$ cat src/rtl/bseq_pkg.sv
package bseq_pkg;
  localparam int UNIT_W  = 4;
  localparam int END_BIT = 31;

  typedef logic [UNIT_W-1:0] unit_t;

  localparam unit_t UNIT_NONE     = 4'd0;
  localparam unit_t UNIT_MEDIA_LO = 4'd8;
  localparam unit_t UNIT_MEDIA_HI = 4'd11;

  typedef enum logic [2:0] {
    ST_IDLE,
    ST_FETCH,
    ST_ISSUE,
    ST_COMMIT,
    ST_DONE
  } seq_state_e;

  function automatic logic unit_is_media(unit_t u);
    return (u >= UNIT_MEDIA_LO) && (u <= UNIT_MEDIA_HI);
  endfunction
endpackage

$ cat src/rtl/bseq_ctrl.sv
module bseq_ctrl
  import bseq_pkg::*;
#(
  parameter int MAX_SLOTS = 4,
  parameter int SLOT_W    = 3
) (
  input  logic              clk,
  input  logic              rst_n,
  input  logic              start,
  input  logic              fetch_ack,
  input  logic              fetch_end,
  input  logic              exec_done,
  input  logic              commit_ack,
  output seq_state_e        state,
  output logic [SLOT_W-1:0] slot,
  output logic              first,
  output logic              gr0_pulse,
  output logic              accept,
  output logic              load,
  output logic              step,
  output logic              close
);
  localparam logic [SLOT_W-1:0] LAST_SLOT = SLOT_W'(MAX_SLOTS - 1);

  seq_state_e state_q, state_d;
  logic       end_q;
  logic       stop;

  assign accept = (state_q == ST_IDLE)   && start;
  assign load   = (state_q == ST_FETCH)  && fetch_ack;
  assign step   = (state_q == ST_ISSUE)  && exec_done;
  assign close  = (state_q == ST_COMMIT) && commit_ack;
  assign stop   = end_q || (slot == LAST_SLOT);

  always_comb begin
    state_d = state_q;
    unique case (state_q)
      ST_IDLE:   if (accept) state_d = ST_FETCH;
      ST_FETCH:  if (load)   state_d = ST_ISSUE;
      ST_ISSUE:  if (step)   state_d = stop ? ST_COMMIT : ST_FETCH;
      ST_COMMIT: if (close)  state_d = ST_DONE;
      ST_DONE:               state_d = ST_IDLE;
      default:               state_d = ST_IDLE;
    endcase
  end

  always_ff @(posedge clk or negedge rst_n) begin
    if (!rst_n) begin
      state_q   <= ST_IDLE;
      slot      <= '0;
      first     <= 1'b0;
      end_q     <= 1'b0;
      gr0_pulse <= 1'b0;
    end else begin
      state_q   <= state_d;
      gr0_pulse <= load;
      if (accept) begin
        slot  <= '0;
        first <= 1'b1;
      end else if (step) begin
        slot  <= slot + 1'b1;
        first <= 1'b0;
      end
      if (load) end_q <= fetch_end;
    end
  end

  assign state = state_q;
endmodule

$ cat src/rtl/bseq_pc.sv
module bseq_pc #(
  parameter int AW = 32
) (
  input  logic          clk,
  input  logic          rst_n,
  input  logic          accept,
  input  logic [AW-1:0] start_pc,
  input  logic          step,
  input  logic          branch,
  input  logic [AW-1:0] target,
  output logic [AW-1:0] pc
);
  localparam logic [AW-1:0] WORD_BYTES = AW'(4);

  function automatic logic [AW-1:0] next_addr(logic [AW-1:0] cur, logic br,
                                              logic [AW-1:0] tgt);
    return br ? tgt : cur + WORD_BYTES;
  endfunction

  always_ff @(posedge clk or negedge rst_n) begin
    if (!rst_n)      pc <= '0;
    else if (accept) pc <= start_pc;
    else if (step)   pc <= next_addr(pc, branch, target);
  end
endmodule

$ cat src/rtl/bseq_media.sv
module bseq_media
  import bseq_pkg::*;
(
  input  logic  clk,
  input  logic  rst_n,
  input  logic  accept,
  input  logic  step,
  input  unit_t unit,
  output unit_t media
);
  always_ff @(posedge clk or negedge rst_n) begin
    if (!rst_n)                           media <= UNIT_NONE;
    else if (accept)                      media <= UNIT_NONE;
    else if (step && unit_is_media(unit)) media <= unit;
  end
endmodule

$ cat src/rtl/bseq_tally.sv
module bseq_tally #(
  parameter int CNT_W  = 32,
  parameter int CYC_W  = 4,
  parameter int SLOT_W = 3
) (
  input  logic              clk,
  input  logic              rst_n,
  input  logic              step,
  input  logic              virt,
  input  logic              timed,
  input  logic [CYC_W-1:0]  cycles,
  input  logic              close,
  input  logic [SLOT_W-1:0] issued,
  output logic [CNT_W-1:0]  insn_total,
  output logic [CNT_W-1:0]  cyc_total
);
  function automatic logic [CNT_W-1:0] word_cost(logic v, logic t,
                                                 logic [CYC_W-1:0] c);
    if (v)      return '0;
    else if (t) return CNT_W'(c);
    else        return CNT_W'(1);
  endfunction

  always_ff @(posedge clk or negedge rst_n) begin
    if (!rst_n) begin
      insn_total <= '0;
      cyc_total  <= '0;
    end else begin
      if (close) insn_total <= insn_total + CNT_W'(issued);
      if (step)  cyc_total  <= cyc_total + word_cost(virt, timed, cycles);
    end
  end
endmodule

$ cat src/rtl/bundle_seq.sv
module bundle_seq
  import bseq_pkg::*;
#(
  parameter int AW        = 32,
  parameter int MAX_SLOTS = 4,
  parameter int CYC_W     = 4,
  parameter int CNT_W     = 32,
  localparam int SLOT_W   = $clog2(MAX_SLOTS + 1)
) (
  input  logic              clk,
  input  logic              rst_n,
  input  logic              start,
  input  logic [AW-1:0]     start_pc,
  output logic              fetch_req,
  output logic [AW-1:0]     fetch_addr,
  input  logic              fetch_ack,
  input  logic [31:0]       fetch_data,
  output logic              issue_valid,
  output logic [31:0]       issue_word,
  output logic [AW-1:0]     issue_pc,
  output logic              issue_first,
  output logic [SLOT_W-1:0] issue_slot,
  output logic              gr0_clr,
  input  logic              exec_done,
  input  logic              exec_branch,
  input  logic [AW-1:0]     exec_target,
  input  logic [3:0]        exec_unit,
  input  logic              exec_virtual,
  input  logic              exec_timed,
  input  logic [CYC_W-1:0]  exec_cycles,
  output logic [AW-1:0]     cur_pc,
  output logic [3:0]        media_slot,
  output logic              commit_req,
  input  logic              commit_ack,
  output logic              done,
  output logic [CNT_W-1:0]  insn_count,
  output logic [CNT_W-1:0]  cycle_count
);
  seq_state_e        state;
  logic [SLOT_W-1:0] slot;
  logic              first;
  logic              gr0_pulse;
  logic              ev_accept, ev_load, ev_step, ev_close;
  logic [31:0]       word_q;

  bseq_ctrl #(.MAX_SLOTS(MAX_SLOTS), .SLOT_W(SLOT_W)) u_ctrl (
    .clk(clk), .rst_n(rst_n), .start(start), .fetch_ack(fetch_ack),
    .fetch_end(fetch_data[END_BIT]), .exec_done(exec_done),
    .commit_ack(commit_ack), .state(state), .slot(slot), .first(first),
    .gr0_pulse(gr0_pulse), .accept(ev_accept), .load(ev_load),
    .step(ev_step), .close(ev_close)
  );

  bseq_pc #(.AW(AW)) u_pc (
    .clk(clk), .rst_n(rst_n), .accept(ev_accept), .start_pc(start_pc),
    .step(ev_step), .branch(exec_branch), .target(exec_target), .pc(cur_pc)
  );

  bseq_media u_media (
    .clk(clk), .rst_n(rst_n), .accept(ev_accept), .step(ev_step),
    .unit(exec_unit), .media(media_slot)
  );

  bseq_tally #(.CNT_W(CNT_W), .CYC_W(CYC_W), .SLOT_W(SLOT_W)) u_tally (
    .clk(clk), .rst_n(rst_n), .step(ev_step), .virt(exec_virtual),
    .timed(exec_timed), .cycles(exec_cycles), .close(ev_close),
    .issued(slot), .insn_total(insn_count), .cyc_total(cycle_count)
  );

  always_ff @(posedge clk or negedge rst_n) begin
    if (!rst_n)       word_q <= '0;
    else if (ev_load) word_q <= fetch_data;
  end

  assign fetch_req   = (state == ST_FETCH);
  assign fetch_addr  = cur_pc;
  assign issue_valid = (state == ST_ISSUE);
  assign issue_word  = word_q;
  assign issue_pc    = cur_pc;
  assign issue_first = first;
  assign issue_slot  = slot;
  assign gr0_clr     = gr0_pulse;
  assign commit_req  = (state == ST_COMMIT);
  assign done        = (state == ST_DONE);
endmodule

$ cat config.mk
export PLATFORM = sky130hd
export DESIGN_NAME = bundle_seq
export DESIGN_NICKNAME = d
export VERILOG_FILES = /design/src/rtl/bseq_pkg.sv /design/src/rtl/bseq_ctrl.sv /design/src/rtl/bseq_pc.sv /design/src/rtl/bseq_media.sv /design/src/rtl/bseq_tally.sv /design/src/rtl/bundle_seq.sv
export SDC_FILE = /design/constraint.sdc
export NUM_CORES = 1
export LEC_CHECK = 0
export BUFFER_PORTS_ARGS = -buffer_cell sky130_fd_sc_hd__buf_2
export CAP_MARGIN = 5
export CORE_ASPECT_RATIO = 1.4
export CORE_MARGIN = 2
export CORE_UTILIZATION = 50
export CTS_CLUSTER_DIAMETER = 40
export CTS_CLUSTER_SIZE = 40
export DETAILED_ROUTE_END_ITERATION = 6
export PLACE_DENSITY = 0.83
export SLEW_MARGIN = 20
export SYNTH_ARGS = -nofsm -noshare
export SYNTH_HDL_FRONTEND = slang
export SYNTH_SLANG_ARGS = --single-unit
$ cat constraint.sdc
create_clock -name clk -period 4.49 [get_ports clk]
set_input_delay 0.6735 -clock clk [delete_from_list [all_inputs] [get_ports clk]]
set_output_delay 0.6735 -clock clk [all_outputs]
set_load 0.01 [all_outputs]
==> Word level (Yosys, flattened, before mapping) <==
Index checks and enable logic that the tools add are counted.
{ "word_totals": {"register_bits": 141, "inputBits": 113} }
{ "classes": {"add_sub_neg": 4, "order_cmp": 2, "eq_ne": 9, "mux": 18, "reduce_logical": 11} }
{ "ops": {"columns": ["op", "n"], "rows": [
  ["$mux 32", 5],
  ["$add 32x3->32", 1],
  ["$add 32x3->32 const B", 1],
  ["$add 32x32->32", 1],
  ["$mux 3", 6],
  ["$mux 4", 3],
  ["$pmux 3 s4", 1],
  ["$eq 3x2->1 const B", 3],
  ["$logic_and 1x1->1", 6],
  ["$ne 2x1->1 const B", 3],
  ["$ge 4x4->1 const B", 1],
  ["$le 4x4->1 const B", 1],
  ["$reduce_and 4->1", 1],
  ["$reduce_bool 2->1", 2],
  ["$add 3x1->3 const B", 1],
  ["$eq 3x1->1 const B", 1],
  ["$eq 3x3->1 const B", 1],
  ["$logic_not 3->1", 1],
  ["$mux 1", 2],
  ["$mux 2", 1],
  ["$ne 2x2->1 const B", 1],
  ["$logic_or 1x1->1", 1]
]} }

==> Depth between registers and ports, before layout <==
{ "logic_depth": {"ltp_word": 5, "ltp_mapped": 9, "ltp_nobuf": 9} }

==> Cells and area by module <==
From an unflattened synthesis, not the netlist that was laid out.
{ "unflattened": {"hier_cells": 771, "area_unflattened_um2": 8012.7} }
{ "by_module_without_submodules": {"columns": ["mod", "instances", "cells_per_inst", "area_each_um2", "seq_area_each_um2"], "rows": [
  ["bseq_tally", 1, 278, 3155.5, 1601.5],
  ["bseq_pc", 1, 306, 2383.5, 800.8],
  ["bundle_seq", 1, 136, 1856.8, 800.8],
  ["bseq_ctrl", 1, 37, 429.2, 225.2],
  ["bseq_media", 1, 14, 187.7, 100.1]
]} }

==> Least setup slack after synthesis <==
No wires, ideal clock.
{ "synth_path": {"kind": "input to register", "startpoint": "input port exec_timed", "endpoint": "register u_tally.cyc_total[27]", "t_arrival_ps": 2273, "required_time_ps": 4362, "path_slack_ps": 2089, "cell_stages": 8, "path_buffers": 0, "path_cell_list": "nor2b_1 > and2_1 > ha_1 > a211o_1 > a21oi_1 > nor3_4 > nor3b_2 > xor2_1"} }
{ "synth_via": {"elab_chain_len": 4} }
{ "synth_lines": {"columns": ["item", "line_no", "text"], "rows": [
  ["start: declaration", "bundle_seq.sv:29", "input logic exec_timed,"],
  ["$mux 4", "bseq_tally.sv:20", "else if (t) return CNT_W'(c);"],
  ["$mux 32", "bseq_tally.sv:19", "if (v) return '0;"],
  ["$mux 32", "bseq_tally.sv:30", "if (step) cyc_total <= cyc_total + word_cost(virt, timed, cycles);"],
  ["$add 32x32->32", "bseq_tally.sv:30", null],
  ["end signal: assignment", "bseq_tally.sv:30", null],
  ["end: declaration", "bseq_tally.sv:15", "output logic [CNT_W-1:0] cyc_total"]
]} }
Every way passes these cells. The select of a mux whose other input is x is not followed.
A chain may end at the register's enable or synchronous reset.

==> Worst setup path in the final report <==
{ "layout_path": {"startpoint": "register u_ctrl.state_q[2] (netlist: u_ctrl.state[2])", "endpoint": "register u_pc.pc[22]"} }
{ "layout_via": {"elab_chain_len": 3, "elab_cells_between_ends": 6, "cone_classes": "1 x eq/ne; 1 x mux; 4 x reduce/logical"} }
{ "layout_lines": {"columns": ["item", "line_no", "text"], "rows": [
  ["start: declaration", "bseq_ctrl.sv:25", "seq_state_e state_q, state_d;"],
  ["start signal: assignment", "bseq_ctrl.sv:55", "state_q <= state_d;"],
  ["$eq 3x2->1 or $logic_not 3->1 (tied branches)", "bseq_ctrl.sv:31, bseq_ctrl.sv:29", null],
  ["$logic_and 1x1->1, on equally long branches", "bseq_ctrl.sv:31, bseq_ctrl.sv:29", null],
  ["$reduce_bool 2->1 (no line) or $mux 32 (tied branches)", null, null],
  ["end signal: assignment", "bseq_pc.sv:22", "else if (accept) pc <= start_pc;"],
  ["end signal: assignment", "bseq_pc.sv:23", "else if (step) pc <= next_addr(pc, branch, target);"],
  ["end: declaration", "bseq_pc.sv:11", "output logic [AW-1:0] pc"]
]} }
Parallel ways exist; a longest one is shown, timed or not.

==> metrics.md <==
| Metric | Value |
|---|---|
| Share of cells above drive strength 1 | `40.4%` |
| Vias in the first global route | `6,446` |
| Count of unique library cells instantiated by Yosys | `62` |
| Maximum number of pins on one net before global-route repair | `69` |
| Total placed instance area | `8800 um2` |
| # hold bufs at CTS | `0` |
| Number of maximum-capacitance violations | `0` |
| RSZ-0062 raised after global routing | `no` |
| Maximum buffer depth of the clock tree | `2` |
| Cells after synthesis | `743` |
| Effective utilization at floorplan | `50.7%` |
| Number of register bits inferred by synthesis | `140` |
| Shortest clock period the worst path allows after layout | `2.51 ns` |
| # IOs | `318` |
| Run status | `finished, final reports clean` |
| Worst reg2reg path startpoint | `u_ctrl.state[2]$_DFFE_PN0P_` |
| H-tree level count | `4` |
| Count of buffers from port buffering | `317` |
| Global-route wire length before repair | `33,100 um` |
| FF/Latch Area | `3500 um2` |
| Overall fraction of global-route tracks in use | `26.5%` |
| Maximum net fanout on the critical path | `19` |
| Count of vias placed by the detailed router | `6,552` |
| Final Routed Wirelength | `21,400 um` |
| Warnings, synthesis | `0` |
| Mapped cell area | `7530 um2` |
| Sequential-to-total area share from yosys stat | `46.5%` |
| Critical path endpoint category | `register` |
| Estimated wirelength of the detail-placed design | `16,100 um` |
| Clock slew at the register clock pins of the worst setup and hold paths | `0.07 ns` |
| Per-cell via count in the routed design | `5.47` |
| Vert. Die Dim | `149 um` |
| Setup Crit Path Kind | `register to register` |
| Power Density | `592 nW/um2` |
| Multi-input logic area | `3370 um2` |
| Commonest non-fill, non-tap cell in the layout | `sky130_fd_sc_hd__buf_2` |
| Insertion delay of the later-clocked pin in the worst-skew pair | `0.42 ns` |
| Area of the placeable core | `14,900 um2` |
| Number of cell rows | `53` |
| Worst Hold Class | `input pin to async pin` |
| Number of design rule violations left after detail routing | `0` |
| Post-CTS setup buffers | `0` |
| # nets final | `1,116` |
| Post-synthesis area per instance | `10.1 um2` |
| Leading register cell type out of synthesis | `sky130_fd_sc_hd__dfrtp_1` |
| Required time worst endpoint | `4.75 ns` |
| Final Skew | `0.0126 ns` |
| Floorplan die area | `16,100 um2` |
| Number of clock buffers inserted by TritonCTS | `17` |
| Number of enable-type register cells in the synthesized netlist | `0` |
| Number of antenna violations at the first check in global routing | `4` |
| Max-slew violation count | `0` |
| Root buffer cell | `sky130_fd_sc_hd__clkbuf_16` |
| Count of final hold-check violations | `0` |
| Area leader, netlist | `sky130_fd_sc_hd__dfrtp_1` |
| Slew at the pin closest to its max-slew limit | `0.972 ns` |
| Worst Reg2Reg Path Length in Cells | `5` |
| Number of violations reported at the end of detailed-routing iteration 0 | `342` |
| Worst supply voltage drop on vdd | `0.295 mV` |
| Syn nets | `868` |
| Share of the synthesized area in the top cell type | `46.5%` |
| Residual overflow from global routing | `0` |
| Area Growth Syn to Fin | `24.6%` |
| Fill count | `1,259` |
| Data arrival, critical path | `2.78 ns` |
| Number of nets still failing antenna checks after routing | `0` |
| Worst rel slew slack | `35.1%` |
| Floorplan die width | `108 um` |
| Final setup vio count | `0` |
| Wire length per cell after detailed routing | `17.9 um` |
| Final non-filler cell area | `9380 um2` |
| Commonest cells after routing, fill and taps aside | `sky130_fd_sc_hd__buf_2, sky130_fd_sc_hd__dfrtp_1, sky130_fd_sc_hd__nand2_1` |
| Clk sink count | `140` |
| Final period utilization | `56.0%` |
| Leakage | `4.74 nW` |
| Async set-reset flop share out of synthesis | `100%` |
| GP Congestion | `0.950` |
| First drt pass iteration count | `5` |
| Gates resized, CTS repair | `0` |
| Synth top area cells | `sky130_fd_sc_hd__dfrtp_1, sky130_fd_sc_hd__buf_4, sky130_fd_sc_hd__xnor2_1` |
| Start point of the critical path | `u_ctrl.state[2]$_DFFE_PN0P_` |
| Setup total negative slack | `0 ns` |
| CTS tree | `yes` |
| Fmax | `398 MHz` |
| Startpoint Class | `register` |
layer usage:
layer	GRT usage (%)	vias to the layer above	share of wire [%]
li1	-	3052	-
met1	29.8	3189	36
met2	47.6	275	55
met3	7.69	32	7.3
met4	9.17	4	1.5
met5	0	-	0.12
power by group:
| part | internal, mW | switching, mW | total, mW |
|---|---|---|---|
| combinational | 0.961 | 1.16 | 2.12 |
| clock | 0.737 | 0.617 | 1.35 |
| sequential | 1.61 | 0.466 | 2.08 |
flip-flops by register name (all words and copies together) (netlist names):
signal / cells
u_media.media: 4
issue_word: 32
u_ctrl.gr0_pulse: 1
u_pc.pc: 32
u_tally.cyc_total: 32
u_ctrl.slot: 3
u_tally.insn_total: 32
u_ctrl.state: 3
u_ctrl.first: 1
cell usage after synthesis (10+ instances only):
master and count:
sky130_fd_sc_hd__a21oi_1 25, sky130_fd_sc_hd__a222oi_1 10, sky130_fd_sc_hd__and3_1 17, sky130_fd_sc_hd__buf_2 10, sky130_fd_sc_hd__buf_4 65, sky130_fd_sc_hd__clkbuf_1 17, sky130_fd_sc_hd__dfrtp_1 140, sky130_fd_sc_hd__ha_1 10
sky130_fd_sc_hd__inv_1 15, sky130_fd_sc_hd__mux2_2 34, sky130_fd_sc_hd__nand2_1 74, sky130_fd_sc_hd__nand3_1 30, sky130_fd_sc_hd__nand4_1 24, sky130_fd_sc_hd__nor2_1 47, sky130_fd_sc_hd__nor3_1 14, sky130_fd_sc_hd__o21ai_0 38
sky130_fd_sc_hd__xnor2_1 46, sky130_fd_sc_hd__xor2_1 31
stage by stage:
stage	util, %	setup WS, ns	power [mW]	cells	hold WS (ns)
final	63.2	1.98	5.56	1198	0.254
after global routing	63.1	1.79	5.91	1196	0.279
after CTS	63.1	1.98	5.61	1196	0.265
after detailed placement	59.3	1.73	4.24	1164	0.459
after global placement	59.3	1.77	4.15	1164	0.456
after floorplan	-	2.09	3.58	743	0.378
path summary, 6_finish.rpt:
kind                                                     end  slack (ns)
max                                  u_pc.pc[22]$_DFFE_PN0P_        1.98
min                        u_tally.insn_total[7]$_DFFE_PN0P_        0.25
max reg2reg                          u_pc.pc[22]$_DFFE_PN0P_        1.98
min reg2reg                u_tally.cyc_total[31]$_DFFE_PN0P_        0.47
min in group clk           u_tally.cyc_total[31]$_DFFE_PN0P_        0.47
max in group asynchronous            u_pc.pc[10]$_DFFE_PN0P_        3.28
cells by family (layout without fill, tap and decap cells):
group | after synthesis | after routing | synth area share (%)
muxes | 41 | 41 | 6.02
and+or+nand+nor | 253 | 253 | 17.8
adders and majority gates | 12 | 12 | 2.19
DFF | 140 | 140 | 46.5
other | 0 | 2 | 0
buffers and inverters | 108 | 369 | 8.89
AOI/OAI and AO/OA | 112 | 112 | 9.59
xor gates and xnor gates | 77 | 77 | 8.96
layout make-up:
cell class                 instances  area share [%]
tap                              192            2.56
sequential                       140            37.3
clock inverter                    15            1.57
timing repair buffer             322            17.4
clock buffer                      17            4.53
inverter                          15           0.600
multi-input combinational        495            36.0
antenna                            2          0.0533
critical path: stages (launching register included):
cell and delay (ns):
sky130_fd_sc_hd__dfrtp_1 0.51, sky130_fd_sc_hd__or4b_1 0.97, sky130_fd_sc_hd__o21ai_0 0.51, sky130_fd_sc_hd__a31oi_1 0.09, sky130_fd_sc_hd__o21ai_0 0.18, sky130_fd_sc_hd__o21ai_0 0.10
Power figures use the tool's default switching activity.
